===== config.mk =====
export PLATFORM = sky130hd
export DESIGN_NAME = dual_bank_led_front
export DESIGN_NICKNAME = d
export VERILOG_FILES = /design/src/rtl/ledfront_pkg.sv /design/src/rtl/ledfront_ctrl.sv /design/src/rtl/ledfront_dpath.sv /design/src/rtl/dual_bank_led_front.sv
export SDC_FILE = /design/constraint.sdc
export NUM_CORES = 2
export LEC_CHECK = 0
export BUFFER_PORTS_ARGS = -buffer_cell sky130_fd_sc_hd__clkbuf_2
export CAP_MARGIN = 20
export CORE_ASPECT_RATIO = 0.75
export CORE_MARGIN = 8
export CORE_UTILIZATION = 48
export CTS_BUF_LIST = sky130_fd_sc_hd__clkbuf_8
export DETAILED_ROUTE_END_ITERATION = 7
export GPL_TIMING_DRIVEN = 0
export MAX_ROUTING_LAYER = met4
export PLACE_DENSITY = 0.76
export SLEW_MARGIN = 20
export SYNTH_ARGS = -nofsm -noshare
export SYNTH_HDL_FRONTEND = slang
export SYNTH_HIERARCHICAL = 1
export SYNTH_SLANG_ARGS = --single-unit

===== constraint.sdc =====
create_clock -name clk -period 4.8 [get_ports clk]
set_clock_uncertainty 0.05 [all_clocks]
set_input_delay 0.72 -clock clk [delete_from_list [all_inputs] [get_ports clk]]
set_output_delay 0.72 -clock clk [all_outputs]
set_load 0.03 [all_outputs]

===== src/rtl/ledfront_pkg.sv =====
package ledfront_pkg;

  // Strobes handed from the control half to the datapath, one system clock wide
  typedef struct packed {
    logic shiftEn;   // synchronized rising edge of the shift clock
    logic bankSel;   // chain chosen for this shift
    logic serBit;    // bit to enter at position 0
    logic latchStb;  // synchronized falling edge of the latch strobe
    logic gateOn;    // outputs may show levels
  } strobe_t;

endpackage


===== src/rtl/ledfront_ctrl.sv =====
module ledfront_ctrl
  import ledfront_pkg::*;
#(
  parameter int SYNC_STAGES = 2
) (
  input  logic    clk,
  input  logic    rst_n,
  input  logic    serIn,
  input  logic    shiftClk,
  input  logic    bankSel,
  input  logic    latchN,
  input  logic    outResetN,
  input  logic    outEnN,
  output strobe_t stb
);

  localparam int NUM_IN  = 6;
  localparam int I_SIN   = 0;
  localparam int I_DCK   = 1;
  localparam int I_SEL   = 2;
  localparam int I_LAT   = 3;
  localparam int I_RST   = 4;
  localparam int I_EN    = 5;
  localparam int LAST    = SYNC_STAGES - 1;
  // latch strobe idles high so no false falling edge leaves reset
  localparam logic [NUM_IN-1:0] IDLE_VEC = NUM_IN'(1) << I_LAT;

  logic [NUM_IN-1:0] rawIn;
  logic [NUM_IN-1:0] syncQ [SYNC_STAGES];
  logic              dckPrev;
  logic              latPrev;
  logic [NUM_IN-1:0] syncd;

  assign rawIn = {outEnN, outResetN, latchN, bankSel, shiftClk, serIn};

  always_ff @(posedge clk or negedge rst_n) begin
    if (!rst_n) begin
      for (int s = 0; s < SYNC_STAGES; s++) syncQ[s] <= IDLE_VEC;
      dckPrev <= 1'b0;
      latPrev <= 1'b1;
    end else begin
      syncQ[0] <= rawIn;
      for (int s = 1; s < SYNC_STAGES; s++) syncQ[s] <= syncQ[s-1];
      dckPrev <= syncQ[LAST][I_DCK];
      latPrev <= syncQ[LAST][I_LAT];
    end
  end

  assign syncd = syncQ[LAST];

  always_comb begin
    stb.shiftEn  = syncd[I_DCK] & ~dckPrev;
    stb.latchStb = ~syncd[I_LAT] & latPrev;
    stb.bankSel  = syncd[I_SEL];
    stb.serBit   = syncd[I_SIN];
    stb.gateOn   = syncd[I_RST] & ~syncd[I_EN];
  end

  // a held shift clock or latch level yields a single strobe
  a_r8_single_shift: assert property (@(posedge clk) disable iff (!rst_n)
    stb.shiftEn |=> !stb.shiftEn);
  a_r8_single_latch: assert property (@(posedge clk) disable iff (!rst_n)
    stb.latchStb |=> !stb.latchStb);

endmodule


===== src/rtl/ledfront_dpath.sv =====
module ledfront_dpath
  import ledfront_pkg::*;
#(
  parameter int NUM_CH  = 24,
  parameter int DC_BITS = 6,
  parameter int BR_BITS = 8
) (
  input  logic                             clk,
  input  logic                             rst_n,
  input  strobe_t                          stb,
  output logic                             serOut,
  output logic [NUM_CH*(DC_BITS+BR_BITS)-1:0] chLevels
);

  localparam int LVL_BITS = DC_BITS + BR_BITS;
  localparam int DC_LEN   = NUM_CH * DC_BITS;
  localparam int BR_LEN   = NUM_CH * BR_BITS;
  localparam int BUS_W    = NUM_CH * LVL_BITS;

  logic [DC_LEN-1:0] dcChain;
  logic [BR_LEN-1:0] brChain;
  logic [BUS_W-1:0]  latched;
  logic [BUS_W-1:0]  prodNext;
  logic [BUS_W-1:0]  levelNext;

  // Serial chains and cascade bit
  always_ff @(posedge clk or negedge rst_n) begin
    if (!rst_n) begin
      dcChain <= '0;
      brChain <= '0;
      serOut  <= 1'b0;
    end else if (stb.shiftEn) begin
      if (stb.bankSel) begin
        serOut  <= brChain[BR_LEN-1];
        brChain <= {brChain[BR_LEN-2:0], stb.serBit};
      end else begin
        serOut  <= dcChain[DC_LEN-1];
        dcChain <= {dcChain[DC_LEN-2:0], stb.serBit};
      end
    end
  end

  // One multiplier per channel
  for (genvar n = 0; n < NUM_CH; n++) begin : g_chan
    assign prodNext[n*LVL_BITS +: LVL_BITS] =
      LVL_BITS'(dcChain[n*DC_BITS +: DC_BITS]) *
      LVL_BITS'(brChain[n*BR_BITS +: BR_BITS]);
  end

  assign levelNext = stb.latchStb ? prodNext : latched;

  always_ff @(posedge clk or negedge rst_n) begin
    if (!rst_n) begin
      latched  <= '0;
      chLevels <= '0;
    end else begin
      latched  <= levelNext;
      chLevels <= stb.gateOn ? levelNext : '0;
    end
  end

  // the unselected chain holds still
  a_r2_dc_kept: assert property (@(posedge clk) disable iff (!rst_n)
    (stb.shiftEn && stb.bankSel) |=> $stable(dcChain));
  a_r2_br_kept: assert property (@(posedge clk) disable iff (!rst_n)
    (stb.shiftEn && !stb.bankSel) |=> $stable(brChain));
  // the cascade bit only moves on a shift
  a_r3_sout_hold: assert property (@(posedge clk) disable iff (!rst_n)
    !stb.shiftEn |=> $stable(serOut));
  // levels only load on a latch strobe
  a_r5_level_hold: assert property (@(posedge clk) disable iff (!rst_n)
    !stb.latchStb |=> $stable(latched));
  // closed gate means dark outputs
  a_r6_gate_blanks: assert property (@(posedge clk) disable iff (!rst_n)
    !stb.gateOn |=> (chLevels == '0));

endmodule


===== src/rtl/dual_bank_led_front.sv =====
module dual_bank_led_front
  import ledfront_pkg::*;
#(
  parameter int NUM_CH      = 24,
  parameter int DC_BITS     = 6,
  parameter int BR_BITS     = 8,
  parameter int SYNC_STAGES = 2
) (
  input  logic                                clk,
  input  logic                                rst_n,
  input  logic                                serIn,
  input  logic                                shiftClk,
  input  logic                                bankSel,
  input  logic                                latchN,
  input  logic                                outResetN,
  input  logic                                outEnN,
  output logic                                serOut,
  output logic [NUM_CH*(DC_BITS+BR_BITS)-1:0] chLevels
);

  strobe_t stb;

  ledfront_ctrl #(.SYNC_STAGES(SYNC_STAGES)) i_ctrl (
    .clk       (clk),
    .rst_n     (rst_n),
    .serIn     (serIn),
    .shiftClk  (shiftClk),
    .bankSel   (bankSel),
    .latchN    (latchN),
    .outResetN (outResetN),
    .outEnN    (outEnN),
    .stb       (stb)
  );

  ledfront_dpath #(
    .NUM_CH  (NUM_CH),
    .DC_BITS (DC_BITS),
    .BR_BITS (BR_BITS)
  ) i_dpath (
    .clk      (clk),
    .rst_n    (rst_n),
    .stb      (stb),
    .serOut   (serOut),
    .chLevels (chLevels)
  );

endmodule


# Word-level counts from Yosys, hierarchy flattened
# Cells that the tools add are included.
# word_totals
input_bits	8
rom_bits	0
out_inout_bits	337
word_cells	45
mem_bits_rw	0
ff_bits	1023
latch_bits	0
mem_count	0
# op_classes
n_div	0
mul	24
n_shift	0
order_cmp	0
reduce_logical	2
bitwise	7
mux	3
n_eq_ne	0
addsub	0
# op_table
cell	n
336-bit two-way mux	2
6-bit by 8-bit multiplier with 14-bit output	24
1-bit NOT	4
2-bit AND reduction	2
1-bit AND	3
1-bit two-way mux	1

# Longest topological paths before layout
# logic_depth
ltp_word	4
ltp_mapped	15
mapped_depth_nobuf	13

# Cells and area by module
# The synthesis kept the hierarchy.
# modules_own_cells
mod	seq_area_each_um2	area_per_inst_um2	n_inst	cells_per_inst
ledfront_dpath	25249.2	72310.6	1	6961
ledfront_ctrl	354.1	410.4	1	19

# Worst setup path before layout
# No wires, ideal clock.
# synth_path
path_type	reg2reg
from	register i_dpath.dcChain[135]
to	register i_dpath.chLevels[320]
stages_incl_launch_ff	14
synth_period_minus_slack_ps	3820
path_slack_ps	980
required_time_ps	4668
path_buffers	1
arrival_time_ps	3688
setup_time_ps	82
cell_sequence	dfrtp_1 -> clkbuf_1 -> and2_1 -> fa_1 -> fa_1 -> inv_1 -> fa_1 -> inv_1 -> ha_1 -> and2_4 -> a221o_1 -> o21a_1 -> or3_4 -> a31oi_1
# synth_via
elab_chain_len	3
# synth_lines
element	line	rtl
start, declared	ledfront_dpath.sv:20	logic [DC_LEN-1:0] dcChain;
start signal, assigned	ledfront_dpath.sv:38	dcChain <= {dcChain[DC_LEN-2:0], stb.serBit};
6-bit by 8-bit multiplier with 14-bit output	ledfront_dpath.sv:46	LVL_BITS'(dcChain[n*DC_BITS +: DC_BITS]) *
336-bit two-way mux	ledfront_dpath.sv:50	assign levelNext = stb.latchStb ? prodNext : latched;
336-bit two-way mux	ledfront_dpath.sv:58	chLevels <= stb.gateOn ? levelNext : '0;
end signal, assigned	ledfront_dpath.sv:58	
end, declared	ledfront_dpath.sv:12	output logic [NUM_CH*(DC_BITS+BR_BITS)-1:0] chLevels
# Every way passes these cells.
# A chain may end at the register's enable or synchronous reset.

# Final worst setup path
# layout_path
from	register i_dpath.dcChain[90]
to	register i_dpath.chLevels[221]
# layout_via
elab_chain_len	3
# layout_lines
element	line	rtl
6-bit by 8-bit multiplier with 14-bit output	ledfront_dpath.sv:46	
336-bit two-way mux	ledfront_dpath.sv:50	
net i_dpath.levelNext[221]	ledfront_dpath.sv:24	logic [BUS_W-1:0] levelNext;
336-bit two-way mux	ledfront_dpath.sv:58	
# The timed path passes the listed nets, and every way through them passes these cells.

==> results_dict.tcl <==
set metrics [dict create \
    status "completed" \
    swShare_pct 28.3 \
    slew_headroom_pct 7.74 \
    max_freq_ghz 0.213 \
    drc_errors 0 \
    ir_worst_vdd_v 0.000293 \
    worst_pin_slew_ns 1.38 \
    crit_path_start_kind "flip-flop" \
    first_pass_iters 6 \
    cts_buffer_depth 3 \
    ioPinCount 345 \
    routed_wl_mm 214 \
    synthArstFlopShare_pct 100 \
    cts_tree "done" \
    yosys_most_used_dff "dfrtp_1" \
    final_common_cell "and2_1" \
    slew_violations 0 \
    p_seq_share_pct 44.5 \
    wire_per_inst_um 22.1 \
    power_density_nw_per_um2 248 \
    place.gp.congestion 0.937 \
    syn_nets 8116 \
    instances_no_fill 9677 \
    yosysSeqAreaShare_pct 35.2 \
    drv_cap 0 \
    dp_hpwl_mm 158 \
    cts_buffers 171 \
    period_minus_slack_ns 4.70 \
    cp.arrival_ns 5.45 \
    die_y_um 353 \
    cp_max_fo 10 \
    switchingPower_mw 5.72 \
    power.leakage_nw 44.0 \
    synth_area_um2 72700 \
    clk_pin_slew_ns 0.07 \
    synth-seq-cells 1023 \
    hp-class "in -> async" \
    finalHoldViolations 0 \
    p_comb_share_pct 12.3 \
    grt.total_usage_pct 26.6 \
    rows 123 \
    die_area_um2 164000 \
    vias 53579 \
    grt_max_degree 98 \
    io_buffers 344 \
    area_growth_syn_to_layout_pct 12.2 \
    ys_types 77 \
    nNetsFinal 8661 \
    power_frac_clock_pct 43.2 \
    h-tree-depth 4 \
    coreArea_um2 150000 \
    power_mw 20.2 \
    dp.cells 9344 \
    grt_pass1_vias 53797 \
    clk_latency_ns 0.95 \
    ys.warnings.count 6 \
    synth_edf_count 0 \
    final_cell_mix "and2_1, dfrtp_1, inv_1, fa_1, ha_1" \
    endpoint_kind "flip-flop" \
    drive_above_1_share_pct 16.7 \
    drt_iter0_markers 4849 \
    antenna_found_initial 29 \
    overflow 0 \
    path_class "reg -> reg" \
    setup-violations-final 0 \
    synthCells 6980 \
    die_w_um 465 \
    grt_pass1_wl_mm 327 \
    worstPathRequired_ns 5.56 \
    postRouteAntennaNets 0 \
    viasPerCell 5.54 \
    syn_area_per_cell_um2 10.4 \
    clock_sinks 1023 \
    root_buffer "clkbuf_8" \
    min_period_over_period_pct 97.8 \
    p_int_mw 14.5 \
    start_util_pct 48.4 \
]
[per-layer routing]
layer | track usage (%) | vias to the layer above | part of all wire, %
met1 | 34.4 | 27063 | 41
met2 | 39.3 | 2058 | 44
met5 | - | - | 0
met3 | 6.99 | 468 | 9.2
met4 | 12.2 | 0 | 5.1
li1 | - | 23990 | -
[state kept, by name, summed over array words and instances (netlist names)]
name              count
i_dpath/serOut        1
i_dpath/chLevels    336
i_dpath/dcChain     144
i_ctrl/syncQ          6
i_ctrl/latPrev        1
i_ctrl/syncd          6
i_ctrl/dckPrev        1
i_dpath/brChain     192
i_dpath/latched     336
[final timing paths]
kind	start	to	slack, ns	depth (start not counted)
max in group asynchronous	rst_n	i_dpath/dcChain[71]$_DFFE_PN0P_	1.99	7
worst min register to register	i_ctrl/syncQ[10]$_DFF_PN0_	i_ctrl/syncd[4]$_DFF_PN0_	0.30	0
worst min-delay path	rst_n	i_dpath/chLevels[74]$_DFF_PN0_	0.27	2
min in group clk	i_ctrl/syncQ[10]$_DFF_PN0_	i_ctrl/syncd[4]$_DFF_PN0_	0.30	0
worst max register to register	i_dpath/dcChain[90]$_DFFE_PN0P_	i_dpath/chLevels[221]$_DFF_PN0_	0.10	12
worst max-delay path	i_dpath/dcChain[90]$_DFFE_PN0P_	i_dpath/chLevels[221]$_DFF_PN0_	0.10	12
[worst max-delay path, cell delays in order (launching register included)]
cell and delay [ns]:
dfrtp_1 0.59, and2_1 0.29, fa_1 0.52, fa_1 0.54, inv_1 0.05, fa_1 0.48, inv_1 0.04, ha_1 0.34
o21ai_0 0.20, o21ai_0 0.58, a21oi_1 0.17, o311ai_2 0.35, and2_1 0.38
[logic make-up after synthesis]
logic type	count (synthesis)	synth area share (%)
AO/OA/AOI/OAI	917	8.39
adder cells (fa/ha/maj)	1128	25.6
multiplexers	506	7.79
XOR/XNOR	72	0.867
buffers and inverters	1200	6.30
flip-flops	1023	35.2
AND/OR/NAND/NOR	2134	15.8
[layout make-up]
type,instances,area [µm²]
Inverter,943,3540
Sequential cell,1023,25600
Timing Repair Buffer,372,2340
Clock inverter,101,947
Buffer,257,1100
Tap cell,2000,2500
Antenna cell,13,32.5
Clock buffer,211,2900
Multi-Input combinational cell,4757,42600
Fill cell,13094,68600
[metrics by stage]
step | util, % | hold slack [ns] | setup slack (ns) | cell area [µm²] | setup TNS [ns]
3_5_place_dp | 51.6 | 0.286 | -0.167 | 77500 | -0.282
6_report | 54.3 | 0.269 | 0.104 | 81600 | 0
4_1_cts | 54.2 | 0.195 | 0.0123 | 81500 | 0
3_3_place_gp | 51.2 | 0.284 | -21.57 | 76900 | -
2_1_floorplan | - | 0.281 | 0.980 | 72700 | 0
5_1_grt | 54.3 | 0.274 | -0.0158 | 81600 | -0.0267
[what timing repair did]
action	CTS	global route
hold endpoints to repair	60	0
setup endpoints to repair	4	14
buffers inserted	0	0
resized for setup	4	13
hold buffers	7	0
[power by group through the flow]
stage / logic (mW) / clock network, mW / registers [mW]
6_report: 2.48 / 8.74 / 8.99
5_1_grt: 2.78 / 9.33 / 9.01
4_1_cts: 2.47 / 8.96 / 8.98
3_5_place_dp: 2.45 / 0 / 9.14
3_3_place_gp: 2.33 / 0 / 9.16
2_1_floorplan: 1.46 / 0 / 9.16
[cell usage after synthesis, types with 18 or more instances]
cell | number | share of area (%)
nand2_1 | 504 | 2.6
nand3_1 | 140 | 0.96
clkbuf_1 | 189 | 0.98
a21oi_1 | 231 | 1.6
ha_1 | 528 | 9.1
o311ai_0 | 18 | 0.22
xnor2_1 | 65 | 0.78
nor2_1 | 174 | 0.90
fa_1 | 600 | 17
a211oi_1 | 91 | 0.94
buf_2 | 57 | 0.39
dfrtp_1 | 1020 | 35
a31oi_1 | 73 | 0.63
and2_1 | 1068 | 9.2
o2bb2ai_1 | 25 | 0.30
mux2i_1 | 29 | 0.40
mux2_2 | 477 | 7.4
nand4_1 | 37 | 0.32
nor3_1 | 57 | 0.39
nor2b_1 | 20 | 0.17
inv_1 | 942 | 4.9
or3_1 | 32 | 0.28
o21a_1 | 54 | 0.56
and3_1 | 24 | 0.21
o21bai_1 | 23 | 0.24
a21o_1 | 127 | 1.3
o21ai_0 | 152 | 1.0
or2_2 | 18 | 0.15
Power figures use the tool's default switching activity.
